**src/rtl/dsc_pkg.sv**
```systemverilog
package dsc_pkg;
    typedef enum logic [2:0] {
        CYC_STANDBY  = 3'd0,
        CYC_READ     = 3'd1,
        CYC_EARLY_WR = 3'd2,
        CYC_LATE_WR  = 3'd3,
        CYC_ROW_REF  = 3'd4,
        CYC_COL_REF  = 3'd5,
        CYC_HIDDEN   = 3'd6
    } cyc_kind_e;

    typedef enum logic {
        EDGE_FALL = 1'b0,
        EDGE_RISE = 1'b1
    } edge_sel_e;
endpackage

```
**src/rtl/dsc_sync.sv**
```systemverilog
module dsc_sync #(
    parameter int WIDTH  = 4,
    parameter int STAGES = 2,
    parameter logic [WIDTH-1:0] RST_VAL = '0
) (
    input  logic             clk,
    input  logic             rst_n,
    input  logic [WIDTH-1:0] d,
    output logic [WIDTH-1:0] q
);
    logic [WIDTH-1:0] stage_q [STAGES];

    always_ff @(posedge clk or negedge rst_n) begin
        if (!rst_n) begin
            for (int i = 0; i < STAGES; i++) stage_q[i] <= RST_VAL;
        end else begin
            stage_q[0] <= d;
            for (int i = 1; i < STAGES; i++) stage_q[i] <= stage_q[i-1];
        end
    end

    assign q = stage_q[STAGES-1];
endmodule

```
**src/rtl/dsc_edge.sv**
```systemverilog
module dsc_edge
    import dsc_pkg::*;
#(
    parameter int WIDTH = 1,
    parameter edge_sel_e SEL = EDGE_FALL,
    parameter logic [WIDTH-1:0] RST_VAL = '1
) (
    input  logic             clk,
    input  logic             rst_n,
    input  logic [WIDTH-1:0] lvl,
    output logic [WIDTH-1:0] evt
);
    logic [WIDTH-1:0] prev_q;

    always_ff @(posedge clk or negedge rst_n) begin
        if (!rst_n) prev_q <= RST_VAL;
        else        prev_q <= lvl;
    end

    generate
        if (SEL == EDGE_FALL) begin : g_fall
            assign evt = prev_q & ~lvl;
        end else begin : g_rise
            assign evt = ~prev_q & lvl;
        end
    endgenerate
endmodule

```
**src/rtl/dram_cycle_classifier.sv**
```systemverilog
module dram_cycle_classifier
    import dsc_pkg::*;
#(
    parameter int ROW_W       = 11,
    parameter int COL_W       = 10,
    parameter int DATA_W      = 8,
    parameter int SYNC_STAGES = 2
) (
    input  logic              clk,
    input  logic              rst_n,
    input  logic              ras_n,
    input  logic              cas_n,
    input  logic              we_n,
    input  logic              oe_n,
    input  logic [ROW_W-1:0]  addr,
    input  logic [DATA_W-1:0] din,
    output logic [2:0]        cyc_type,
    output logic              cyc_done,
    output logic [ROW_W-1:0]  row_addr,
    output logic [COL_W-1:0]  col_addr,
    output logic [DATA_W-1:0] wr_data,
    output logic              wr_stb,
    output logic              dout_en
);
    localparam int STB_W = 4;
    localparam int BUS_W = ROW_W + DATA_W;

    // Synchronised strobes {oe, we, cas, ras} and aligned data bus
    logic [STB_W-1:0] stb_s;
    logic [BUS_W-1:0] bus_s;

    dsc_sync #(.WIDTH(STB_W), .STAGES(SYNC_STAGES), .RST_VAL({STB_W{1'b1}})) u_stb_sync (
        .clk(clk), .rst_n(rst_n), .d({oe_n, we_n, cas_n, ras_n}), .q(stb_s)
    );
    dsc_sync #(.WIDTH(BUS_W), .STAGES(SYNC_STAGES), .RST_VAL({BUS_W{1'b0}})) u_bus_sync (
        .clk(clk), .rst_n(rst_n), .d({addr, din}), .q(bus_s)
    );

    logic s_ras, s_cas, s_we, s_oe;
    logic [ROW_W-1:0]  s_addr;
    logic [DATA_W-1:0] s_din;
    assign {s_oe, s_we, s_cas, s_ras} = stb_s;
    assign {s_addr, s_din}            = bus_s;

    // Edge events between successive synchronised samples
    logic [2:0] fall_evt;
    logic       rise_evt;
    logic       ras_fall, cas_fall, we_fall, ras_rise;

    dsc_edge #(.WIDTH(3), .SEL(EDGE_FALL), .RST_VAL(3'b111)) u_fall (
        .clk(clk), .rst_n(rst_n), .lvl({s_we, s_cas, s_ras}), .evt(fall_evt)
    );
    dsc_edge #(.WIDTH(1), .SEL(EDGE_RISE), .RST_VAL(1'b1)) u_rise (
        .clk(clk), .rst_n(rst_n), .lvl(s_ras), .evt(rise_evt)
    );

    assign ras_fall = fall_evt[0];
    assign cas_fall = fall_evt[1];
    assign we_fall  = fall_evt[2];
    assign ras_rise = rise_evt;

    typedef struct packed {
        cyc_kind_e         kind;
        logic              done;
        logic [ROW_W-1:0]  row;
        logic [COL_W-1:0]  col;
        logic [DATA_W-1:0] wdata;
        logic              wstb;
        logic              drive;
        logic              col_first;   // column strobe low at row edge
        logic              hidden;      // column-first entry with held read data
        logic              col_seen;    // a column edge occurred this row period
        logic              early_any;
        logic              late_any;
        logic              early_cas;   // current column period is an early write
        logic              hold_out;    // read data held across a row-strobe bounce
    } cls_state_t;

    cls_state_t st_d, st_q;

    function automatic cyc_kind_e classify(input cls_state_t s);
        if (s.col_first)     return s.hidden ? CYC_HIDDEN : CYC_COL_REF;
        else if (!s.col_seen) return CYC_ROW_REF;
        else if (s.early_any) return CYC_EARLY_WR;
        else if (s.late_any)  return CYC_LATE_WR;
        else                  return CYC_READ;
    endfunction

    always_comb begin
        st_d      = st_q;
        st_d.done = 1'b0;
        st_d.wstb = 1'b0;

        if (ras_fall) begin
            st_d.col_seen  = 1'b0;
            st_d.early_any = 1'b0;
            st_d.late_any  = 1'b0;
            st_d.early_cas = 1'b0;
            if (!s_cas) begin
                st_d.col_first = 1'b1;
                st_d.hidden    = st_q.hold_out;
            end else begin
                st_d.col_first = 1'b0;
                st_d.hidden    = 1'b0;
                st_d.row       = s_addr;
            end
        end

        if (cas_fall && !s_ras && !st_d.col_first) begin
            st_d.col       = s_addr[COL_W-1:0];
            st_d.col_seen  = 1'b1;
            st_d.early_cas = !s_we;
            if (!s_we) begin
                st_d.wdata     = s_din;
                st_d.wstb      = 1'b1;
                st_d.early_any = 1'b1;
            end
        end

        if (we_fall && !cas_fall && !s_ras && !s_cas && st_d.col_seen
            && !st_d.col_first && !st_d.early_cas) begin
            st_d.wdata    = s_din;
            st_d.wstb     = 1'b1;
            st_d.late_any = 1'b1;
        end

        if (ras_rise) begin
            st_d.done = 1'b1;
            st_d.kind = classify(st_d);
        end

        if (s_cas)                         st_d.hold_out = 1'b0;
        else if (ras_rise && st_q.drive)   st_d.hold_out = 1'b1;

        st_d.drive = !s_cas && !s_oe &&
                     (st_d.hold_out ||
                      (!s_ras && st_d.col_seen && !st_d.col_first && !st_d.early_cas));
    end

    always_ff @(posedge clk or negedge rst_n) begin
        if (!rst_n) begin
            st_q      <= '0;
            st_q.kind <= CYC_STANDBY;
        end else begin
            st_q <= st_d;
        end
    end

    assign cyc_type = st_q.kind;
    assign cyc_done = st_q.done;
    assign row_addr = st_q.row;
    assign col_addr = st_q.col;
    assign wr_data  = st_q.wdata;
    assign wr_stb   = st_q.wstb;
    assign dout_en  = st_q.drive;
endmodule

```
**config.mk**
```make
export PLATFORM = sky130hd
export DESIGN_NAME = dram_cycle_classifier
export DESIGN_NICKNAME = d
export VERILOG_FILES = /design/src/rtl/dsc_pkg.sv /design/src/rtl/dsc_sync.sv /design/src/rtl/dsc_edge.sv /design/src/rtl/dram_cycle_classifier.sv
export SDC_FILE = /design/constraint.sdc
export NUM_CORES = 1
export LEC_CHECK = 0
export ABC_AREA = 1
export BUFFER_PORTS_ARGS = -buffer_cell sky130_fd_sc_hd__clkbuf_2
export CAP_MARGIN = 30
export CORE_UTILIZATION = 35
export DETAILED_ROUTE_END_ITERATION = 16
export PLACE_DENSITY = 0.6
export RECOVER_POWER = 100
export SLEW_MARGIN = 30
export SYNTH_ARGS = -nofsm -noshare
export SYNTH_HDL_FRONTEND = slang
export SYNTH_SLANG_ARGS = --single-unit
```
**constraint.sdc**
```tcl
create_clock -name clk -period 1.5 [get_ports clk]
set_input_delay 0.225 -clock clk [delete_from_list [all_inputs] [get_ports clk]]
set_output_delay 0.225 -clock clk [all_outputs]
set_load 0.1 [all_outputs]
```
-- Yosys cells after proc, flatten, opt, wreduce, memory -nomap -nowiden
Index checks and enable logic that the tools add are counted.
- equal/unequal tests: 1
- mux-type cells: 17
- bitwise gates (word level): 4
- reductions and logical operators: 25
- operators by type and width (cell ; number):
    9-bit 2-to-1 mux ; 3
    1-bit logical AND ; 14
    2-bit 2-to-1 mux ; 5
    1-bit zero test ; 7
    1-bit 2-to-1 mux ; 6
    3-bit 2-to-1 mux ; 2
    6-bit 2-to-1 mux ; 1
    2-bit AND reduction ; 2
    3-bit AND ; 1
    3-bit inverter ; 1
    2-bit inequality test (second input constant) ; 1
    2-bit nonzero test ; 1
    1-bit AND ; 1
    1-bit logical OR ; 1
    1-bit inverter ; 1
- register bits after elaboration: 92
- input port bits: 25
- output and inout port bits: 35
- word-level logic and storage cells: 67

-- Longest topological paths before layout
- depth after elaboration: 14
- mapped depth: 10
- depth with buffers taken out: 10

-- Modules after synthesis
Synthesis repeated with hierarchy kept, for this count alone.
- cell total of the unflattened synthesis: 281
- area total of the unflattened synthesis: 3407.0 um^2
- by module, submodules not included (module ; instances ; cells each ; area an instance (um^2) ; sequential area each (um^2)):
    dram_cycle_classifier ; 1 ; 200 ; 1928.1 ; 1051.0
    dsc_sync (u_bus_sync) ; 1 ; 57 ; 1093.5 ; 950.9
    dsc_sync (u_stb_sync) ; 1 ; 12 ; 240.2 ; 210.2
    dsc_edge (u_fall) ; 1 ; 9 ; 108.9 ; 78.8
    dsc_edge (u_rise) ; 1 ; 3 ; 36.3 ; 26.3

-- Worst setup path after synthesis
Ideal clock, no wire load.
- path kind: flip-flop to flip-flop
- start point: register u_stb_sync.stage_q, in the netlist u_stb_sync.q[0]
- end point: register st_q, in the netlist cyc_type[1]
- setup time: 0.077 ns
- data arrival time: 1.460 ns
- required time: 1.423 ns
- path slack: -0.037 ns
- cell stages (with the launch flop): 10
- buffers on the path: 1
- period minus slack after synthesis: 1.537 ns
- path through: dfstp_2 -> inv_2 -> nand2_2 -> nand2_1 -> a21oi_4 -> nand4_2 -> buf_6 -> nand3_2 -> nand2_1 -> a21oi_1
- word-level cells in the longest chain between the ends: 14
- elaborated cells between the ends (all ways): 23
- classes of those cells: 10 x mux; 3 x bitwise; 10 x reduce/logical
- ends and longest elaborated chain (item ; RTL line ; text):
    start, declared ; dsc_sync.sv:11 ; logic [WIDTH-1:0] stage_q [STAGES];
    3-bit inverter ; dsc_edge.sv:22 ; assign evt = prev_q & ~lvl;
    3-bit AND ; dsc_edge.sv:22 ;
    6-bit 2-to-1 mux ; dram_cycle_classifier.sv:94 ; if (ras_fall) begin
    1-bit zero test ; dram_cycle_classifier.sv:109, dram_cycle_classifier.sv:121 ;
    1-bit logical AND ; dram_cycle_classifier.sv:109 ; if (cas_fall && !s_ras && !st_d.col_first) begin
    2-bit 2-to-1 mux ; dram_cycle_classifier.sv:109 ;
    1-bit logical AND ; dram_cycle_classifier.sv:120 ; if (we_fall && !cas_fall && !s_ras && !s_cas && st_d.col_seen
    1-bit logical AND (2 in a row) ; dram_cycle_classifier.sv:121 ; && !st_d.col_first && !st_d.early_cas) begin
    1-bit 2-to-1 mux ; dram_cycle_classifier.sv:120 ;
    2-bit 2-to-1 mux ; dram_cycle_classifier.sv:85 ; else if (s.late_any) return CYC_LATE_WR;
    2-bit 2-to-1 mux ; dram_cycle_classifier.sv:84 ; else if (s.early_any) return CYC_EARLY_WR;
    3-bit 2-to-1 mux ; dram_cycle_classifier.sv:83 ; else if (!s.col_seen) return CYC_ROW_REF;
    3-bit 2-to-1 mux ; dram_cycle_classifier.sv:82 ; if (s.col_first) return s.hidden ? CYC_HIDDEN : CYC_COL_REF;
    end signal, assigned ; dram_cycle_classifier.sv:145 ; st_q <= st_d;
    end, declared ; dram_cycle_classifier.sv:79 ; cls_state_t st_d, st_q;
Parallel ways exist; a longest one is shown, timed or not.
A chain may end at the register's enable or synchronous reset.

-- Worst setup path in the final report
Same ends and word-level chain as after synthesis.

==> flow_summary.json <==
{
  "leakagePower_nw": 2.160,
  "dpl_cell_area_um2": 3571,
  "hp-class": "reg2reg",
  "ios": 60,
  "finalNetCount": 383,
  "routed_wl_um": 6015,
  "synth_top_area_cell": "dfrtp_1",
  "area_delta_synth_final_pct": 34.37,
  "cts.clk_slew.worst_paths_ns": 0.10,
  "grt_pass1_vias": 2130,
  "fillers": 807,
  "timing.fmax_mhz": 640.0,
  "vdd.ir_drop.worst_mv": 0.6645,
  "start_kind": "register",
  "vias": 2034,
  "clkSinkCount": 91,
  "cts_buffers": 9,
  "hold_ws_ns": 0.3517,
  "fin_ws_ns": -0.06241,
  "synth_area_leaders": "dfrtp_1 63%, nand2_1 11%, dfstp_2 9.1%",
  "drtAntennaViolNets": 0,
  "ys_seq_area_frac": 0.7209,
  "antenna_cells": 0,
  "hold_viol": 0,
  "avgRoutedWirePerCell_um": 12.77,
  "end_kind": "register",
  "overflow": 0,
  "syn_inst": 268,
  "slew_headroom": 0.5030,
  "die_w_um": 97.29,
  "power.density_nw_per_um2": 1568,
  "ys_warn_count": 0,
  "dp_hpwl_um": 3748,
  "rsz0062_at_grt": "true",
  "dr.pass1.iters": 4,
  "slew_violations": 0,
  "initial_core_util": 0.3626,
  "fin_crit_sh": 1.042,
  "final_common_cell": "dfrtp_1",
  "clock_latency_ns": 0.36,
  "dieArea_um2": 9465,
  "worst_pin_slew_ns": 0.7455,
  "path_max_fanout": 5,
  "htreeDepth": 3,
  "min_period_ns": 1.562,
  "layout_common_cells": "80 x dfrtp_1, 77 x nand2_1, 59 x clkbuf_2",
  "drive_gt1_frac": 0.4353,
  "cp.arrival_ns": 1.84,
  "drc": 0,
  "die_y_um": 97.29,
  "synth_top_area_share": 0.6299,
  "maxCapViolations": 0,
  "fin_worst_skew_ns": 0.01239,
  "stdcell_area_um2": 4270,
  "rows": 34,
  "core_um2": 8763,
  "synth_cell_type_count": 23,
  "grt_usage": 0.1346,
  "cts-root-buf": "clkbuf_8",
  "antenna_found_initial": 0,
  "grt_pass1_wl_um": 9970,
  "status": "finished, violations left",
  "syn-cell-area_um2": 3178,
  "synth.avg_cell_area_um2": 11.86,
  "synth_seq_cells": 91,
  "crit_type": "reg2reg",
  "gp_congestion": 0.7667,
  "portBuffers": 59,
  "violations": "setup timing",
  "cts_buffer_depth": 2,
  "mappedNetlistNets": 293,
  "via_per_inst": 4.318,
  "grt_start_max_net_pins": 34,
  "cts_tree": "done",
  "crit_required_ns": 1.78,
  "setup_viol": 10,
  "drt_first_iter_violations": 82
}
-- synth_stat cells --
cell type,count
nand3_2,2
dfstp_2,11
o21ai_0,2
a21oi_1,3
a21oi_4,1
inv_1,4
dfrtp_1,80
nand2_1,95
nor2_1,5
clkbuf_1,3
buf_6,1
nor3_1,1
nand2_4,2
nand2_2,2
inv_2,3
nand4_2,1
a31oi_1,1
clkinv_1,1
nand4_1,1
nand3_1,13
o21ai_1,1
a21boi_0,2
buf_4,33
-- stage by stage --
| stage | setup WS [ns] | util | setup TNS, ns | std cells | power, mW |
|---|---|---|---|---|---|
| CTS | -0.01552 | 0.4687 | -0.03793 | 467 | 6.717 |
| detailed placement | -0.08091 | 0.4075 | -0.6578 | 425 | 4.795 |
| floorplan | -0.01188 | - | -0.02342 | 268 | 4.651 |
| global route | -0.1528 | 0.4873 | -1.748 | 471 | 6.967 |
| global placement | -0.03863 | 0.4075 | -0.3134 | 425 | 4.775 |
| finish | -0.06241 | 0.4873 | -0.4233 | 471 | 6.696 |
-- sequential cells by signal, indices dropped and copies added (netlist names), 3 cells and up --
name	flops
col_addr	10
cyc_type	3
row_addr	11
st_q	7
u_bus_sync.q	19
u_bus_sync.stage_q	19
u_fall.prev_q	3
u_stb_sync.q	4
u_stb_sync.stage_q	4
wr_data	8
-- what timing repair did --
item | in CTS | in global routing
hold buffers | 24 | 0
gates cloned | 0 | 1
pin swaps | 4 | 12
hold endpoints to repair | 50 | 0
gates resized for setup | 17 | 40
endpoints found under the setup margin | 11 | 33
setup buffers | 2 | 3
-- path summary, 6_finish.rpt --
path                                   startpoint                      to  slack (ns)  depth (start not counted)
setup / recovery                  u_stb_sync.q[0]             cyc_type[1]       -0.06                          9
hold / removal             u_bus_sync.stage_q[28]         u_bus_sync.q[9]        0.35                          0
setup reg to reg                  u_stb_sync.q[0]             cyc_type[1]       -0.06                          9
hold reg to reg            u_bus_sync.stage_q[28]         u_bus_sync.q[9]        0.35                          0
max in group asynchronous                   rst_n         u_stb_sync.q[0]        0.35                          3
min in group asynchronous                   rst_n  u_bus_sync.stage_q[23]        0.47                          2
-- power breakdown --
part / total, mW / switching, mW / internal, mW
clock network: 1.84 / 0.877 / 0.960
logic: 2.01 / 1.64 / 0.363
registers: 2.85 / 0.136 / 2.72
-- per-layer routing --
metal  share of wire  track usage
met3           0.033      0.03381
met5               0            0
met1            0.43       0.1654
met4           0.026      0.07014
met2            0.51       0.2199
-- critical path, stage by stage, from the launching register on --
cell and delay, ns:
dfstp_2 0.57, inv_4 0.06, nand2_4 0.09, nand2_2 0.08, a21oi_4 0.19, nand4_4 0.13, buf_6 0.14, nand3_4 0.04
nand2_2 0.05, a21oi_2 0.13
-- kinds of logic (layout without fill, tap and decap cells) --
| group | Yosys count | in the layout | synth area share |
|---|---|---|---|
| and+or+nand+nor | 122 | 122 | 0.1634 |
| DFF | 91 | 91 | 0.7209 |
| buffers and inverters | 45 | 140 | 0.09449 |
| AOI/OAI and AO/OA | 10 | 10 | 0.02126 |
-- area by class of cell --
cell class	instances	area (um2)	share of cell area
inverter	8	41.29	0.009669
multi-input combinational	132	725.7	0.1699
tap	108	135.1	0.03164
timing repair buffer	115	847.1	0.1984
clock buffer	10	127.6	0.02989
clock inverter	6	95.09	0.02227
sequential	91	2291	0.5365
timing repair inverter	1	7.507	0.001758
(Power assumes the default switching activity.)
